==> src/rtl/odisp_pkg.sv <==
package odisp_pkg;

    // Life cycle of one request slot.
    typedef enum logic [1:0] {
        SLOT_IDLE  = 2'd0,
        SLOT_ISSUE = 2'd1,
        SLOT_WAIT  = 2'd2,
        SLOT_REPLY = 2'd3
    } slot_state_e;

    // Downstream response kinds as coded on rx_kind.
    typedef enum logic [1:0] {
        RX_RECEIPT  = 2'd0,
        RX_COMPDATA = 2'd1,
        RX_COMP     = 2'd2,
        RX_RETRY    = 2'd3
    } rx_kind_e;

endpackage

==> src/rtl/odisp_rr.sv <==
module odisp_rr #(
    parameter int N = 8
) (
    input  logic                 clk,
    input  logic                 rst_n,
    input  logic [N-1:0]         req,
    input  logic                 take,
    output logic [N-1:0]         gnt,
    output logic [$clog2(N)-1:0] idx,
    output logic                 any
);
    localparam int IW = $clog2(N);

    logic [IW-1:0] ptr_q;
    int            cand;

    // Search from the pointer upward, wrapping once.
    always_comb begin
        gnt  = '0;
        idx  = '0;
        any  = 1'b0;
        cand = 0;
        for (int k = 0; k < N; k++) begin
            cand = int'(ptr_q) + k;
            if (cand >= N) begin
                cand = cand - N;
            end
            if (!any && req[cand]) begin
                any       = 1'b1;
                gnt[cand] = 1'b1;
                idx       = IW'(cand);
            end
        end
    end

    // Advance past the winner only when the grant is consumed.
    always_ff @(posedge clk) begin
        if (!rst_n) begin
            ptr_q <= '0;
        end else if (take && any) begin
            ptr_q <= (idx == IW'(N - 1)) ? '0 : idx + 1'b1;
        end
    end

endmodule

==> src/rtl/odisp_slot.sv <==
module odisp_slot
    import odisp_pkg::*;
#(
    parameter int ADDR_W = 32,
    parameter int DATA_W = 32
) (
    input  logic              clk,
    input  logic              rst_n,
    input  logic              load,
    input  logic              ld_write,
    input  logic [ADDR_W-1:0] ld_addr,
    input  logic [DATA_W-1:0] ld_data,
    input  logic              tx_fire,
    input  logic              rx_hit,
    input  rx_kind_e          rx_kind,
    input  logic [DATA_W-1:0] rx_data,
    input  logic              up_fire,
    output slot_state_e       state_o,
    output logic              is_write,
    output logic [ADDR_W-1:0] addr_o,
    output logic [DATA_W-1:0] data_o,
    output logic              rcpt_wait
);
    slot_state_e       state_q, state_d;
    logic              wr_q;
    logic [ADDR_W-1:0] addr_q;
    logic [DATA_W-1:0] data_q;
    logic              rcpt_q, dat_q, comp_q;
    logic              rcpt_n, dat_n, comp_n;
    logic              in_wait, retry_hit, all_done;

    // Outstanding-response bookkeeping for the WAIT state.
    always_comb begin
        in_wait   = (state_q == SLOT_WAIT);
        retry_hit = in_wait && rx_hit && (rx_kind == RX_RETRY);
        rcpt_n    = rcpt_q && !retry_hit && !(in_wait && rx_hit && rx_kind == RX_RECEIPT);
        dat_n     = dat_q  && !retry_hit && !(in_wait && rx_hit && rx_kind == RX_COMPDATA);
        comp_n    = comp_q && !retry_hit && !(in_wait && rx_hit && rx_kind == RX_COMP);
        all_done  = !rcpt_n && !dat_n && !comp_n;
    end

    // Next-state logic.
    always_comb begin
        state_d = state_q;
        unique case (state_q)
            SLOT_IDLE:  if (load)    state_d = SLOT_ISSUE;
            SLOT_ISSUE: if (tx_fire) state_d = SLOT_WAIT;
            SLOT_WAIT: begin
                if (retry_hit) begin
                    state_d = SLOT_ISSUE;
                end else if (all_done) begin
                    state_d = SLOT_REPLY;
                end
            end
            SLOT_REPLY: if (up_fire) state_d = SLOT_IDLE;
            default:    state_d = SLOT_IDLE;
        endcase
    end

    // State register.
    always_ff @(posedge clk) begin
        if (!rst_n) begin
            state_q <= SLOT_IDLE;
        end else begin
            state_q <= state_d;
        end
    end

    // Payload and pending flags.
    always_ff @(posedge clk) begin
        if (!rst_n) begin
            wr_q   <= 1'b0;
            addr_q <= '0;
            data_q <= '0;
            rcpt_q <= 1'b0;
            dat_q  <= 1'b0;
            comp_q <= 1'b0;
        end else begin
            if (state_q == SLOT_IDLE && load) begin
                wr_q   <= ld_write;
                addr_q <= ld_addr;
                data_q <= ld_data;
            end
            if (state_q == SLOT_ISSUE && tx_fire) begin
                rcpt_q <= !wr_q;
                dat_q  <= !wr_q;
                comp_q <= wr_q;
            end else if (in_wait) begin
                rcpt_q <= rcpt_n;
                dat_q  <= dat_n;
                comp_q <= comp_n;
                if (rx_hit && rx_kind == RX_COMPDATA && dat_q) begin
                    data_q <= rx_data;
                end
            end
        end
    end

    assign state_o   = state_q;
    assign is_write  = wr_q;
    assign addr_o    = addr_q;
    assign data_o    = data_q;
    assign rcpt_wait = rcpt_q;

endmodule

==> src/rtl/ordered_dispatch.sv <==
module ordered_dispatch
    import odisp_pkg::*;
#(
    parameter int N      = 8,
    parameter int ADDR_W = 32,
    parameter int DATA_W = 32
) (
    input  logic                 clk,
    input  logic                 rst_n,
    input  logic                 up_valid,
    output logic                 up_ready,
    input  logic                 up_write,
    input  logic [ADDR_W-1:0]    up_addr,
    input  logic [DATA_W-1:0]    up_wdata,
    output logic                 txreq_valid,
    input  logic                 txreq_ready,
    output logic [$clog2(N)-1:0] txreq_txnid,
    output logic                 txreq_write,
    output logic [ADDR_W-1:0]    txreq_addr,
    output logic [DATA_W-1:0]    txreq_wdata,
    input  logic                 rx_valid,
    input  logic [$clog2(N)-1:0] rx_txnid,
    input  logic [1:0]           rx_kind,
    input  logic [DATA_W-1:0]    rx_data,
    output logic                 dn_valid,
    input  logic                 dn_ready,
    output logic [$clog2(N)-1:0] dn_id,
    output logic                 dn_write,
    output logic [DATA_W-1:0]    dn_data
);
    localparam int IW = $clog2(N);

    slot_state_e       st     [N];
    logic [ADDR_W-1:0] addr_a [N];
    logic [DATA_W-1:0] data_a [N];
    logic [N-1:0]      wr_v, rcpt_v, busy;
    logic [N-1:0]      tx_req, tx_gnt, dn_req, dn_gnt;
    logic [N-1:0]      load_v, tx_fire_v, dn_fire_v, hit_v;
    logic [IW-1:0]     alloc_idx, tx_idx, dn_idx;
    logic              any_free, tx_any, dn_any, rd_block;
    rx_kind_e          kind;

    assign kind     = rx_kind_e'(rx_kind);
    assign rd_block = |rcpt_v;
    assign up_ready = any_free;

    // Lowest-indexed free slot.
    always_comb begin
        any_free  = 1'b0;
        alloc_idx = '0;
        for (int i = N - 1; i >= 0; i--) begin
            if (!busy[i]) begin
                any_free  = 1'b1;
                alloc_idx = IW'(i);
            end
        end
    end

    for (genvar g = 0; g < N; g++) begin : g_slot
        assign busy[g]      = (st[g] != SLOT_IDLE);
        assign tx_req[g]    = (st[g] == SLOT_ISSUE) && (wr_v[g] || !rd_block);
        assign dn_req[g]    = (st[g] == SLOT_REPLY);
        assign load_v[g]    = up_valid && any_free && (alloc_idx == IW'(g));
        assign tx_fire_v[g] = tx_gnt[g] && txreq_ready;
        assign dn_fire_v[g] = dn_gnt[g] && dn_ready;
        assign hit_v[g]     = rx_valid && (rx_txnid == IW'(g));

        odisp_slot #(
            .ADDR_W (ADDR_W),
            .DATA_W (DATA_W)
        ) u_slot (
            .clk       (clk),
            .rst_n     (rst_n),
            .load      (load_v[g]),
            .ld_write  (up_write),
            .ld_addr   (up_addr),
            .ld_data   (up_wdata),
            .tx_fire   (tx_fire_v[g]),
            .rx_hit    (hit_v[g]),
            .rx_kind   (kind),
            .rx_data   (rx_data),
            .up_fire   (dn_fire_v[g]),
            .state_o   (st[g]),
            .is_write  (wr_v[g]),
            .addr_o    (addr_a[g]),
            .data_o    (data_a[g]),
            .rcpt_wait (rcpt_v[g])
        );
    end

    odisp_rr #(.N(N)) u_tx_arb (
        .clk   (clk),
        .rst_n (rst_n),
        .req   (tx_req),
        .take  (txreq_ready),
        .gnt   (tx_gnt),
        .idx   (tx_idx),
        .any   (tx_any)
    );

    odisp_rr #(.N(N)) u_dn_arb (
        .clk   (clk),
        .rst_n (rst_n),
        .req   (dn_req),
        .take  (dn_ready),
        .gnt   (dn_gnt),
        .idx   (dn_idx),
        .any   (dn_any)
    );

    // Output steering from the winning slots.
    always_comb begin
        txreq_valid = tx_any;
        txreq_txnid = tx_idx;
        txreq_write = wr_v[tx_idx];
        txreq_addr  = addr_a[tx_idx];
        txreq_wdata = wr_v[tx_idx] ? data_a[tx_idx] : '0;
        dn_valid    = dn_any;
        dn_id       = dn_idx;
        dn_write    = wr_v[dn_idx];
        dn_data     = wr_v[dn_idx] ? '0 : data_a[dn_idx];
    end

endmodule

==> config.mk <==
export PLATFORM = sky130hd
export DESIGN_NAME = ordered_dispatch
export DESIGN_NICKNAME = d
export VERILOG_FILES = /design/src/rtl/odisp_pkg.sv /design/src/rtl/odisp_rr.sv /design/src/rtl/odisp_slot.sv /design/src/rtl/ordered_dispatch.sv
export SDC_FILE = /design/constraint.sdc
export NUM_CORES = 2
export LEC_CHECK = 0
export BUFFER_PORTS_ARGS = -buffer_cell sky130_fd_sc_hd__buf_2
export CAP_MARGIN = 20
export CELL_PAD_IN_SITES_DETAIL_PLACEMENT = 1
export CELL_PAD_IN_SITES_GLOBAL_PLACEMENT = 1
export CORE_MARGIN = 3
export CORE_UTILIZATION = 49
export DETAILED_ROUTE_END_ITERATION = 10
export HOLD_SLACK_MARGIN = 0.05
export PLACE_DENSITY_LB_ADDON = 0.1
export REMOVE_ABC_BUFFERS = 1
export SLEW_MARGIN = 20
export SYNTH_ARGS = -nofsm -noshare
export SYNTH_HDL_FRONTEND = slang
export SYNTH_SLANG_ARGS = --single-unit
==> constraint.sdc <==
create_clock -name clk -period 15.9 [get_ports clk]
set_input_delay 3.18 -clock clk [delete_from_list [all_inputs] [get_ports clk]]
set_output_delay 3.18 -clock clk [all_outputs]
set_load 0.01 [all_outputs]
# Word-level counts from Yosys, hierarchy flattened
# Cells that the tools add are included.
# classes
div_mod_pow	0
magnitude_cmp	52
bitwise	16
n_eq_ne	75
addsub	32
reduce_logical	332
mul	0
shifts	0
mux	305
# op_table
cell	count
32-bit 2-to-1 mux	56
32-bit by 1-bit >= comparator with 1-bit output, second input constant	16
32-bit by 5-bit less-than comparator with 1-bit output, second input constant	16
32-bit by 5-bit >= comparator with 1-bit output, second input constant	14
32-bit by 5-bit subtractor with 32-bit output, second input constant	14
32-bit binary-select mux with 3-bit select	3
1-bit logical AND	209
8-bit 2-to-1 mux	16
1-bit 2-to-1 mux	122
8-bit bitwise OR	14
2-bit 2-to-1 mux	40
1-bit logical NOT	79
3-bit 2-to-1 mux	26
2-bit case mux with 4 select lines	8
1-bit binary-select mux with 3-bit select	18
1-bit demux with 3-bit select	16
2-bit == test, second input constant	18
3-bit by 3-bit adder with 4-bit output, second input constant	8
2-bit by 1-bit inequality test with 1-bit output, second input constant	16
4-bit AND reduction	8
2-bit nonzero test	16
3-bit == test, second input constant	10
3-bit inequality test, second input constant	8
2-bit by 1-bit == test with 1-bit output, second input constant	9
other kinds (15)	52
# totals
input_bits	108
mem_bits_ro	0
register_bits	566
latch_bits	0
elab_cells	870
output_inout_bits	107
mem_count	0
ram_bits	0

# Depth between registers and ports, before layout
# logic_depth
ltp_word	34
depth_mapped	21
mapped_depth_nobuf	15

# Hierarchy
# Synthesis repeated with hierarchy kept, for this count alone.
# unflattened
hier_cells	3794
area_unflattened_um2	34401.7
# modules_own_cells
module	area_per_inst_um2	n_inst	cells_each	seq_area_each_um2
odisp_slot	3061.7	8	363	1401.3
ordered_dispatch	6610.1	1	503	0.0
odisp_rr (u_dn_arb)	1704.1	1	197	60.1
odisp_rr (u_tx_arb)	1594.0	1	190	60.1

# Least setup slack after synthesis
# OpenSTA, ideal clock, no wires.
# synth_timing
path_kind	register to output
start	register (tool-made name)
end	output txreq_addr[10]
required_ns	12.720
slack_ns	8.059
path_stages_with_launch	17
arrival_time_ns	4.661
path_cell_list	dfxtp_1 > inv_2 > clkbuf_1 > ha_1 > xnor2_1 > nand2_1 > o32ai_2 > nor3_1 > or4_1 > and3_1 > o31a_1 > or3b_4 > a21oi_4 > buf_6 > buf_6 > mux4_2 > a21o_1
# synth_rtl
element	line	rtl
end: declaration	ordered_dispatch.sv:19	output logic [ADDR_W-1:0] txreq_addr,

# Final worst setup path
# layout_timing
start	register u_tx_arb.ptr_q[1]
end	output txreq_wdata[23]
# layout_between
elab_chain_cells	32
word_cells_on_any_way	91
cone_classes	15 x add/sub; 8 x order compare; 53 x mux; 1 x bitwise; 14 x reduce/logical
# layout_rtl
element	line	rtl
start: declaration	odisp_rr.sv:14	logic [IW-1:0] ptr_q;
start signal: assignment	odisp_rr.sv:41	ptr_q <= (idx == IW'(N - 1)) ? '0 : idx + 1'b1;
parallel branches: the longest is 26 deep, another holds 32-bit by 5-bit subtractor with 32-bit output	-	
3-bit 2-to-1 mux (*)	odisp_rr.sv:28	if (!any && req[cand]) begin
3-bit inverter with 4-bit output (not written as such)	ordered_dispatch.sv:117	txreq_wdata = wr_v[tx_idx] ? data_a[tx_idx] : '0;
32-bit binary-select mux with 3-bit select	ordered_dispatch.sv:117	
32-bit 2-to-1 mux (not written as such) (2 in series)	ordered_dispatch.sv:117	
32-bit 2-to-1 mux (*)	ordered_dispatch.sv:117	
end: declaration	ordered_dispatch.sv:20	output logic [DATA_W-1:0] txreq_wdata,
# Mark *: on every way between the ends. The select of a mux whose other input is x is not followed.

==> summary.txt <==
Post-synth top area share = 0.351
Post-synth top area cell = dfxtp_1
Global Route Usage Sum = 0.361
Ys async rst share = 0
Worst r2r src = u_tx_arb.ptr_q[1]$_SDFFE_PN0P_
DRC = 0
CTS resizes = 0
DR vias = 33105
YS warnings = 0
Vias in the first global route = 33348
Initial antenna violation count = 20
Initial core utilization = 0.498
Critical Path Start Type = flop
Share of cells above drive strength 1 = 0.129
CTS Hold Bufs = 0
Final HPWL DP = 73700 µm
CP endpoint kind = output port
CTS buffer count = 68
Global route overflow = 0
Worst hold path depth = 2
Longest Clk Path Bufs = 3
Worst Path Arrival = 8.33 ns
Synth top area cells = dfxtp_1 (35%), nand2_1 (16%), a311oi_1 (8.0%)
Yosys cell types = 84
CTS Sinks = 566
CTS tree = yes
First-pass GRT wire length = 199000 µm
WS Path Type = reg -> out
Max-slew headroom = 0.231
Max_cap viols = 0
Routed Antenna Nets = 0
Fin util = 0.543
Area taken by multi-input logic gates = 19000 µm²
Peak VDD IR = 303 µV
Die X = 263 µm
Most numerous cell in the Yosys netlist = nand2_1
Drt wl/cell = 25.7 µm
Full die area = 69100 µm²
# setup viols final = 0
Met2 usage = 0.598
Synth Instances = 4243
Slew @ Worst Pin = 1.15 ns
Synthesized area = 32300 µm²
EDFF count, synth = 0
Leak = 0.0121 µW
Final worst slack = 4.39 ns
Final period utilization = 0.724
Status = finished, final reports clean
Worst slack, placed = 5.28 ns
CP max FO = 118
HP Class = reg -> reg
Detailed Routing Iterations Pass 1 = 5
Top FF cell, synth = dfxtp_1
Setup crit start = u_tx_arb.ptr_q[1]$_SDFFE_PN0P_
Pwr per Cell Area = 201 nW/µm²
Sequential share of the synthesized area = 0.351
CTS clk-pin slew, worst paths = 0.06 ns
Final GP Congestion = 0.959
Clock latency at the later pin of the worst-skew pair = 0.63 ns
Unrepaired setup endpoints after global routing = no
Register area = 11300 µm²
Synth cell count leaders = nand2_1 (1387), dfxtp_1 (566), nor2_1 (336), a21oi_1 (322), a311oi_1 (295)
Root buffer cell = clkbuf_16
1st-iter DRT viols = 2947
Die Ht = 263 µm
Tmin final = 11.51 ns
Fin nets = 4240
I/O Buffers = 214
Htree depth = 3
Largest net degree at the start of global routing = 129
Area Overhead vs Synth = 8.90%
R2r worst-path depth = 15
Setup Buffers After CTS = 0
Mean area per synthesized cell = 7.61 µm²
Hold path start = g_slot[5].u_slot.addr_o[1]$_SDFFE_PN0P_
Yosys reg bits = 566
Vias per inst = 6.58
Final wirelength = 129000 µm
Final Hold Vio Count = 0
Layout Skew = 0.0232 ns
Row Count = 93
Filler cell count = 7941
Fin. max-slew vios = 0
M3 GR Usage = 0.0741
Final setup TNS = 0 ns
GRT Max-Usage Layer = met2
Critical path required time = 12.72 ns
# IOs = 215
FMAX = 86.9 MHz
Core area = 64800 µm²
Grt met1 use = 0.454
[per-layer routing]
metal,up-vias,routed length [µm]
li1,14694,-
met1,16612,52300
met2,1422,61000
met3,371,10900
met4,6,4970
met5,-,40
[worst max-delay path, cell delays in order (launching register included)]
cell     delay (ns)
dfxtp_1        0.79
inv_2          0.32
ha_1           0.33
xnor2_1        0.74
nand3_1        0.21
o22ai_1        0.22
or4_1          0.26
nand4_1        0.31
nor3_1         0.66
o31ai_4        0.14
buf_4          0.38
inv_8          0.74
buf_4          0.82
buf_4          0.79
mux2i_1        0.32
a32oi_1        0.09
and3_1         0.27
buf_2          0.15
[worst paths after layout]
| path | end | slack (ns) |
|---|---|---|
| worst min-delay path | g_slot[5].u_slot.addr_o[1]$_SDFFE_PN0P_ | 0.45 |
| worst min register to register | g_slot[5].u_slot.addr_o[1]$_SDFFE_PN0P_ | 0.45 |
| worst max-delay path | txreq_wdata[23] | 4.39 |
| worst max register to register | u_tx_arb.ptr_q[2]$_SDFFE_PN0P_ | 9.45 |
[layout make-up]
type | count | share of cell area
repair buffers | 260 | 0.0408
well taps | 855 | 0.0304
clock buffers | 102 | 0.0551
clock inverters | 15 | 0.00501
diodes | 16 | 0.00114
inverters | 45 | 0.00523
flip-flops and latches | 566 | 0.322
multi-input cells | 3173 | 0.540
[flip-flops by register name, summed over array words and instances, names as in the netlist, named ones only]
register                 count
g_slot.u_slot.addr_o       256
g_slot.u_slot.comp_q         8
g_slot.u_slot.dat_q          8
g_slot.u_slot.data_o       256
g_slot.u_slot.is_write       8
g_slot.u_slot.rcpt_wait      8
g_slot.u_slot.state_o       16
u_dn_arb.ptr_q               2
u_tx_arb.ptr_q               2
[where the power goes]
| group | internal [µW] | switching [µW] |
|---|---|---|
| clock network | 865 | 654 |
| logic | 1300 | 2750 |
| registers | 1460 | 40.9 |
[layout by cell type, fill, tap and decap left out, drive strengths merged, types with 7 or more instances in the layout]
| master | Yosys | layout |
|---|---|---|
| diode | 0 | 16 |
| o211ai | 14 | 14 |
| dfxtp | 566 | 566 |
| a2111oi | 8 | 8 |
| or2 | 11 | 11 |
| o21ai | 42 | 42 |
| ha | 18 | 18 |
| a31oi | 17 | 17 |
| a21boi | 7 | 7 |
| o22ai | 17 | 17 |
| nor4 | 9 | 9 |
| clkinv | 0 | 9 |
| clkbuf | 328 | 102 |
| inv | 45 | 49 |
| nand2b | 22 | 22 |
| or3 | 11 | 11 |
| mux4 | 110 | 110 |
| o21a | 9 | 9 |
| a311oi | 295 | 295 |
| and2 | 17 | 17 |
| mux2 | 8 | 8 |
| a21o | 36 | 36 |
| buf | 131 | 260 |
| nor2 | 336 | 336 |
| nand3 | 39 | 39 |
| mux2i | 82 | 82 |
| a32oi | 65 | 65 |
| o32ai | 15 | 15 |
| nor2b | 18 | 18 |
| a211oi | 20 | 20 |
| and3 | 79 | 79 |
| nand2 | 1387 | 1387 |
| a221oi | 9 | 9 |
| nor3 | 34 | 34 |
| a21oi | 325 | 325 |
| a22o | 34 | 34 |
[logic make-up after synthesis]
kind of cell             count (synthesis)  synth area share
AO/OA/AOI/OAI                          957             0.213
XOR/XNOR                                11           0.00298
adder cells (fa/ha/maj)                 18           0.00697
buffers and inverters                  504            0.0698
flip-flops                             566             0.351
multiplexers                           200             0.105
AND/OR/NAND/NOR                       1987             0.251
[metrics by stage]
step	hold WS, ns	std cells	power, µW	area [µm²]
floorplan	0.433	3784	3880	30200
global placement	0.440	4896	5450	33000
detailed placement	0.445	4897	5470	33000
CTS	0.454	5014	6990	35100
global route	0.469	5025	7350	35200
finish	0.454	5032	7070	35200
No activity file was read; power rests on OpenSTA's default activity.
